===== src/rtl/ddr2_init_pkg.sv =====
package ddr2_init_pkg;

  typedef enum logic [3:0] {
    CMD_MRS = 4'b0000,
    CMD_REF = 4'b0001,
    CMD_PRE = 4'b0010,
    CMD_NOP = 4'b0111
  } cmd_e;

  typedef enum logic [3:0] {
    ST_PWR,
    ST_CKE,
    ST_PRE1,
    ST_EMR2,
    ST_EMR3,
    ST_EMR1_DLL,
    ST_MRS_DLLRST,
    ST_PRE2,
    ST_REF1,
    ST_REF2,
    ST_MRS_RUN,
    ST_EMR1_OCD,
    ST_EMR1_EXIT,
    ST_DONE
  } step_e;

  // ceil(ns / period), never below one cycle
  function automatic int ns2cyc(input int ns, input int clk_ps);
    int c;
    c = (ns * 1000 + clk_ps - 1) / clk_ps;
    return (c < 1) ? 1 : c;
  endfunction

  function automatic int max2(input int a, input int b);
    return (a > b) ? a : b;
  endfunction

  function automatic logic [2:0] bl_code(input int bl);
    return (bl == 8) ? 3'b011 : 3'b010;
  endfunction

  function automatic logic [2:0] cl_code(input int cl);
    return 3'(cl);
  endfunction

  function automatic logic [2:0] wr_code(input int wr);
    return 3'(wr - 1);
  endfunction

  // A11:A9 wr, A8 dll reset (0 here), A7 test, A6:A4 cl, A3 burst type, A2:A0 bl
  function automatic logic [11:0] mr_base(input int bl, input int cl, input int wr);
    return {wr_code(wr), 1'b0, 1'b0, cl_code(cl), 1'b0, bl_code(bl)};
  endfunction

endpackage


===== src/rtl/ddr2_init_timer.sv =====
module ddr2_init_timer #(
  parameter int               CNT_W   = 16,
  parameter logic [CNT_W-1:0] RST_VAL = '0
) (
  input  logic             clk_i,
  input  logic             rst_ni,
  input  logic             load_i,
  input  logic [CNT_W-1:0] load_val_i,
  output logic             zero_o
);

  logic [CNT_W-1:0] cnt_q;

  always_ff @(posedge clk_i or negedge rst_ni) begin
    if (!rst_ni)               cnt_q <= RST_VAL;
    else if (load_i)           cnt_q <= load_val_i;
    else if (cnt_q != '0)      cnt_q <= cnt_q - 1'b1;
  end

  assign zero_o = (cnt_q == '0);

  // a loaded non-zero wait is never skipped
  a_r5_wait_not_skipped: assert property (@(posedge clk_i) disable iff (!rst_ni)
    (load_i && load_val_i != '0) |=> !zero_o);

  // an expired timer stays expired until reloaded
  a_r5_zero_holds: assert property (@(posedge clk_i) disable iff (!rst_ni)
    (zero_o && !load_i) |=> zero_o);

endmodule


===== src/rtl/ddr2_init_step_rom.sv =====
module ddr2_init_step_rom
  import ddr2_init_pkg::*;
#(
  parameter int          ADDR_W  = 14,
  parameter int          BA_W    = 2,
  parameter int          CNT_W   = 16,
  parameter int          PWR_CYC = 1,
  parameter int          CKE_CYC = 1,
  parameter int          RP_CYC  = 1,
  parameter int          RFC_CYC = 1,
  parameter int          MRD_CYC = 1,
  parameter int          DLL_CYC = 1,
  parameter logic [11:0] MR_BASE = '0
) (
  input  step_e             step_i,
  output cmd_e              cmd_o,
  output logic [BA_W-1:0]   ba_o,
  output logic [ADDR_W-1:0] addr_o,
  output logic              cke_o,
  output logic [CNT_W-1:0]  wait_o
);

  localparam logic [ADDR_W-1:0] A_PRE_ALL = ADDR_W'(1) << 10;
  localparam logic [ADDR_W-1:0] A_MR_DLL  = ADDR_W'(MR_BASE) | (ADDR_W'(1) << 8);
  localparam logic [ADDR_W-1:0] A_MR_RUN  = ADDR_W'(MR_BASE);
  localparam logic [ADDR_W-1:0] A_OCD_DEF = ADDR_W'(3'b111) << 7;

  always_comb begin
    cmd_o  = CMD_NOP;
    ba_o   = '0;
    addr_o = '0;
    cke_o  = 1'b1;
    wait_o = CNT_W'(1);
    unique case (step_i)
      ST_PWR: begin
        cke_o  = 1'b0;
        wait_o = CNT_W'(PWR_CYC);
      end
      ST_CKE: wait_o = CNT_W'(CKE_CYC);
      ST_PRE1, ST_PRE2: begin
        cmd_o  = CMD_PRE;
        addr_o = A_PRE_ALL;
        wait_o = CNT_W'(RP_CYC);
      end
      ST_EMR2: begin
        cmd_o  = CMD_MRS;
        ba_o   = BA_W'(2);
        wait_o = CNT_W'(MRD_CYC);
      end
      ST_EMR3: begin
        cmd_o  = CMD_MRS;
        ba_o   = BA_W'(3);
        wait_o = CNT_W'(MRD_CYC);
      end
      ST_EMR1_DLL, ST_EMR1_EXIT: begin
        cmd_o  = CMD_MRS;
        ba_o   = BA_W'(1);
        wait_o = CNT_W'(MRD_CYC);
      end
      ST_EMR1_OCD: begin
        cmd_o  = CMD_MRS;
        ba_o   = BA_W'(1);
        addr_o = A_OCD_DEF;
        wait_o = CNT_W'(MRD_CYC);
      end
      ST_MRS_DLLRST: begin
        cmd_o  = CMD_MRS;
        addr_o = A_MR_DLL;
        wait_o = CNT_W'(max2(DLL_CYC, MRD_CYC));
      end
      ST_MRS_RUN: begin
        cmd_o  = CMD_MRS;
        addr_o = A_MR_RUN;
        wait_o = CNT_W'(MRD_CYC);
      end
      ST_REF1, ST_REF2: begin
        cmd_o  = CMD_REF;
        wait_o = CNT_W'(RFC_CYC);
      end
      ST_DONE: wait_o = CNT_W'(1);
      default: wait_o = CNT_W'(1);
    endcase
  end

endmodule


===== src/rtl/ddr2_init_seq.sv =====
module ddr2_init_seq
  import ddr2_init_pkg::*;
#(
  parameter int CLK_PS      = 8000,
  parameter int T_INIT_NS   = 200000,
  parameter int T_CKE_NS    = 400,
  parameter int T_RP_NS     = 15,
  parameter int T_RFC_NS    = 128,
  parameter int T_MRD_CK    = 2,
  parameter int DLL_LOCK_CK = 200,
  parameter int BURST_LEN   = 4,
  parameter int CAS_LAT     = 3,
  parameter int WR_RECOV    = 3,
  parameter int ADDR_W      = 14,
  parameter int BA_W        = 2
) (
  input  logic              clk_i,
  input  logic              rst_ni,
  output logic              cke_o,
  output logic              cs_n_o,
  output logic              ras_n_o,
  output logic              cas_n_o,
  output logic              we_n_o,
  output logic [BA_W-1:0]   ba_o,
  output logic [ADDR_W-1:0] addr_o,
  output logic              init_done_o
);

  localparam int PWR_CYC  = ns2cyc(T_INIT_NS, CLK_PS);
  localparam int CKE_CYC  = ns2cyc(T_CKE_NS, CLK_PS);
  localparam int RP_CYC   = ns2cyc(T_RP_NS, CLK_PS);
  localparam int RFC_CYC  = ns2cyc(T_RFC_NS, CLK_PS);
  localparam int MRD_CYC  = max2(T_MRD_CK, 1);
  localparam int DLL_CYC  = max2(DLL_LOCK_CK, 1);
  localparam int MAX_WAIT = max2(max2(PWR_CYC, CKE_CYC),
                                 max2(max2(RP_CYC, RFC_CYC), max2(MRD_CYC, DLL_CYC)));
  localparam int CNT_W    = $clog2(MAX_WAIT + 1);
  localparam logic [11:0] MR_BASE = mr_base(BURST_LEN, CAS_LAT, WR_RECOV);

  step_e             step_q, step_nxt;
  logic              tmr_zero, advance;
  cmd_e              rom_cmd, cmd_q;
  logic [BA_W-1:0]   rom_ba, ba_q;
  logic [ADDR_W-1:0] rom_addr, addr_q;
  logic              rom_cke, cke_q, done_q;
  logic [CNT_W-1:0]  rom_wait;

  assign step_nxt = (step_q == ST_DONE) ? ST_DONE : step_e'(step_q + 4'd1);
  assign advance  = tmr_zero && (step_q != ST_DONE);

  ddr2_init_step_rom #(
    .ADDR_W (ADDR_W),
    .BA_W   (BA_W),
    .CNT_W  (CNT_W),
    .PWR_CYC(PWR_CYC),
    .CKE_CYC(CKE_CYC),
    .RP_CYC (RP_CYC),
    .RFC_CYC(RFC_CYC),
    .MRD_CYC(MRD_CYC),
    .DLL_CYC(DLL_CYC),
    .MR_BASE(MR_BASE)
  ) u_rom (
    .step_i(step_nxt),
    .cmd_o (rom_cmd),
    .ba_o  (rom_ba),
    .addr_o(rom_addr),
    .cke_o (rom_cke),
    .wait_o(rom_wait)
  );

  ddr2_init_timer #(
    .CNT_W  (CNT_W),
    .RST_VAL(CNT_W'(PWR_CYC - 1))
  ) u_timer (
    .clk_i     (clk_i),
    .rst_ni    (rst_ni),
    .load_i    (advance),
    .load_val_i(rom_wait - CNT_W'(1)),
    .zero_o    (tmr_zero)
  );

  always_ff @(posedge clk_i or negedge rst_ni) begin
    if (!rst_ni) begin
      step_q <= ST_PWR;
      cmd_q  <= CMD_NOP;
      ba_q   <= '0;
      addr_q <= '0;
      cke_q  <= 1'b0;
      done_q <= 1'b0;
    end else begin
      cmd_q  <= CMD_NOP;
      ba_q   <= '0;
      addr_q <= '0;
      if (advance) begin
        step_q <= step_nxt;
        cmd_q  <= rom_cmd;
        ba_q   <= rom_ba;
        addr_q <= rom_addr;
        cke_q  <= rom_cke;
        done_q <= (step_nxt == ST_DONE);
      end
    end
  end

  assign {cs_n_o, ras_n_o, cas_n_o, we_n_o} = cmd_q;
  assign ba_o        = ba_q;
  assign addr_o      = addr_q;
  assign cke_o       = cke_q;
  assign init_done_o = done_q;

  // no command while the clock enable is low
  a_r2_nop_without_cke: assert property (@(posedge clk_i) disable iff (!rst_ni)
    !cke_o |-> ({cs_n_o, ras_n_o, cas_n_o, we_n_o} == 4'b0111));

  a_r2_cke_sticky: assert property (@(posedge clk_i) disable iff (!rst_ni)
    cke_o |=> cke_o);

  a_r3_pre_all_a10: assert property (@(posedge clk_i) disable iff (!rst_ni)
    ({cs_n_o, ras_n_o, cas_n_o, we_n_o} == 4'b0010) |-> addr_o[10]);

  a_r4_refresh_clean: assert property (@(posedge clk_i) disable iff (!rst_ni)
    ({cs_n_o, ras_n_o, cas_n_o, we_n_o} == 4'b0001) |-> (ba_o == '0 && addr_o == '0));

  a_r8_done_sticky: assert property (@(posedge clk_i) disable iff (!rst_ni)
    init_done_o |=> init_done_o);

  a_r8_quiet_after_done: assert property (@(posedge clk_i) disable iff (!rst_ni)
    init_done_o |-> ({cs_n_o, ras_n_o, cas_n_o, we_n_o} == 4'b0111 && cke_o));

endmodule


===== config.mk =====
export PLATFORM = sky130hd
export DESIGN_NAME = ddr2_init_seq
export DESIGN_NICKNAME = d
export VERILOG_FILES = /design/src/rtl/ddr2_init_pkg.sv /design/src/rtl/ddr2_init_timer.sv /design/src/rtl/ddr2_init_step_rom.sv /design/src/rtl/ddr2_init_seq.sv
export SDC_FILE = /design/constraint.sdc
export NUM_CORES = 1
export LEC_CHECK = 0
export BUFFER_PORTS_ARGS = -buffer_cell sky130_fd_sc_hd__buf_2
export CORE_MARGIN = 1.5
export CORE_UTILIZATION = 45
export DETAILED_ROUTE_END_ITERATION = 10
export HOLD_SLACK_MARGIN = 0.08
export SYNTH_ARGS = -nofsm -noshare
export SYNTH_HDL_FRONTEND = slang
export SYNTH_SLANG_ARGS = --single-unit

===== constraint.sdc =====
create_clock -name clk_i -period 4.1 [get_ports clk_i]
set_input_delay 0.82 -clock clk_i [delete_from_list [all_inputs] [get_ports clk_i]]
set_output_delay 0.82 -clock clk_i [all_outputs]
set_load 0.02 [all_outputs]

==> results_dict.tcl <==
set metrics [dict create \
    status "complete, no violations" \
    clockRootBuffer "clkbuf_8" \
    syn_to_final_growth_pct 8.13 \
    cts-buffers-inserted 5 \
    drc_errors 0 \
    hold_class "flop to flop" \
    synth_area_per_cell_um2 9.55 \
    fin_setup_tns_ns 0 \
    gr-total-overflow 0 \
    groute.usage.overall_pct 19.5 \
    arrival_ns 3.78 \
    min_period_ns 3.57 \
    leakage_nw 1.01 \
    die-width_um 69.4 \
    drt-initial-drc-count 147 \
    row_count 23 \
    drt-pass1-iter-count 4 \
    dp_hpwl_mm 3.22 \
    endpoint_kind "flop" \
    synth-seq-cells 30 \
    cts_tree "done" \
    p_int_mw 0.432 \
    num_vias 1609 \
    drv_cap 0 \
    slew_violations 0 \
    r2r_slack_ns 0.53 \
    rsz0062_at_grt "false" \
    finalSetupViolCount 0 \
    path_class "flop to flop" \
    path_max_fanout 10 \
    reg2reg_depth 12 \
    async_flop_share_pct 100 \
    wl_mm 4.35 \
    p_total_mw 0.557 \
    start_util_pct 48.3 \
    hold_viol_final 0 \
    synthTopCellsByArea "dfrtp_1 (24%), dfstp_2 (15%), nor2_1 (4.7%)" \
    hold_path_end "init_done_o" \
    grt_pass1_vias 1502 \
    p_sw_mw 0.125 \
    nNetsFinal 232 \
    place_congestion 0.890 \
    cts_resized 0 \
    fp.dieArea_um2 4820 \
    grt_pass1_wl_mm 7.48 \
    p_sw_share_pct 22.4 \
    drive_gt1_share_pct 22.1 \
    synth_top_area_share_pct 23.9 \
    synthesis.instances 208 \
    clockPowerShare_pct 44.5 \
    clock-sinks 30 \
    cts_htree_levels 2 \
    diodes 0 \
    yosys_warnings 0 \
    cpPeakStageDelay_ns 0.50 \
    cts.path.max_buffers 2 \
    yosysSeqAreaShare_pct 38.5 \
    p_per_area_nw_per_um2 260 \
    p_comb_share_pct 2.2 \
    r2r-start "step_q[0]" \
    clk_pin_slew_ns 0.07 \
    ir_drop_mv 0.145 \
    antenna_left 0 \
    vias_per_cell 5.83 \
    portBuffers 15 \
    clock_latency_ns 0.29 \
    synthFlopType "dfrtp_1" \
    synth_cell_types 61 \
    mostFrequentLayoutCell "nor2_1" \
    slew_headroom_pct 54.9 \
    hold_depth 2 \
    synth-edff-count 0 \
    min_period_over_period_pct 87.0 \
    syn-cell-area_um2 1990 \
    final_cell_mix "nor2_1 (25), dfrtp_1 (19), buf_2 (15)" \
    fp.dieH_um 69.4 \
    whs_ns 0.486 \
    grt_max_degree 31 \
    synth_area_leader_cell "dfrtp_1" \
    ios 24 \
    critPathSlowestCell "dfrtp_1" \
    max_freq_ghz 0.280 \
    core_um2 4120 \
    wire_per_inst_um 15.7 \
    tightest_slew_ns 0.674 \
    clock-skew-final_ns 0.0107 \
    post-cts-setup-buffer-count 0 \
    grt_antenna_before_repair 0 \
    seq_power_share_pct 53.2 \
    worst_r2r_endpoint "u_timer.cnt_q[12]" \
    cp.required_ns 4.31 \
    hold_buffers 0 \
    crit_chain "ha_1 -> nand2_1 -> o311a_1 -> nor3_1 -> nor2_1 -> and3_1 -> a21oi_1 -> ha_1 -> o211ai_1 -> nand4bb_1 -> nor3_1 -> xor2_1" \
    hold_path_startpoint "init_done_o" \
    worstSetupStartpointType "flop" \
]
[worst max-delay path, delay by kind of cell (launching register included)]
family                   cells  cell delay, ns
AND/OR/NAND/NOR              6            1.45
flip-flops                   1            0.50
AO/OA/AOI/OAI                3            0.77
adder cells (fa/ha/maj)      2            0.57
XOR/XNOR                     1            0.16
[layer usage]
layer  share of wire (%)  global-route usage (%)  up-vias
met5                   0                       0        -
met1                  48                    28.3      762
met2                  43                    27.1       68
li1                    -                       -      771
met4                 1.6                    7.63        0
met3                 7.9                    5.52        8
[final cells by class]
cell class,instances,area (um^2)
multi-input cells,165,1120
well taps,50,62.6
clock inverters,1,5.00
repair buffers,17,90.1
inverters,6,22.5
clock buffers,7,86.3
fillers,381,1970
flip-flops and latches,30,764
[synthesized netlist by cell type, types with 5 or more instances]
library cell and instances:
nor2_1 25, xor2_1 7, buf_4 11, a21oi_1 7, nand2_1 12, dfstp_2 11, ha_1 5, nor3_1 12
dfrtp_1 19, o21ai_0 8, inv_1 6
[cells by family (layout without fill, tap and decap cells)]
group / Yosys count / in the layout / share of synthesized area [%]
fa+ha+maj: 5 / 5 / 3.15
mux: 5 / 5 / 2.77
xor+xnor: 10 / 10 / 4.41
simple gates: 97 / 97 / 29.0
flops: 30 / 30 / 38.5
buf+inv: 20 / 31 / 6.62
other cells: 1 / 8 / 0.189
compound gates: 40 / 40 / 15.3
[power by group through the flow]
stage	sequential [mW]	combinational [mW]	clock [mW]
after CTS	0.297	0.0128	0.254
after detailed placement	0.302	0.0128	0
final	0.297	0.0124	0.248
after global routing	0.296	0.0137	0.269
after global placement	0.302	0.0126	0
after floorplan	0.302	0.0122	0
[worst max-delay path by stage]
stage	start	endpoint	slack [ns]	cells past startpoint
2_1_floorplan	step_q[0]	u_timer.cnt_q[12]	1.14	12
3_3_place_gp	step_q[0]	u_timer.cnt_q[12]	0.75	12
3_5_place_dp	step_q[0]	u_timer.cnt_q[10]	0.62	12
4_1_cts	step_q[0]	u_timer.cnt_q[10]	0.59	12
5_1_grt	step_q[0]	u_timer.cnt_q[12]	0.07	12
6_report	step_q[0]	u_timer.cnt_q[12]	0.53	12
[flip-flops by register name (all words and copies together), names as in the netlist]
| signal | flops |
|---|---|
| cmd_q | 3 |
| addr_o | 4 |
| cke_o | 1 |
| u_timer.cnt_q | 15 |
| ba_o | 2 |
| init_done_o | 1 |
| step_q | 4 |
[stage by stage]
step | setup slack [ns] | utilization, % | instances | cell area, um^2
floorplan | 1.14 | - | 215 | 2010
global placement | 0.752 | 50.0 | 268 | 2060
detailed placement | 0.617 | 50.0 | 268 | 2060
CTS | 0.589 | 52.2 | 276 | 2150
global route | 0.0689 | 52.2 | 276 | 2150
finish | 0.534 | 52.2 | 276 | 2150
(Power assumes the default switching activity.)
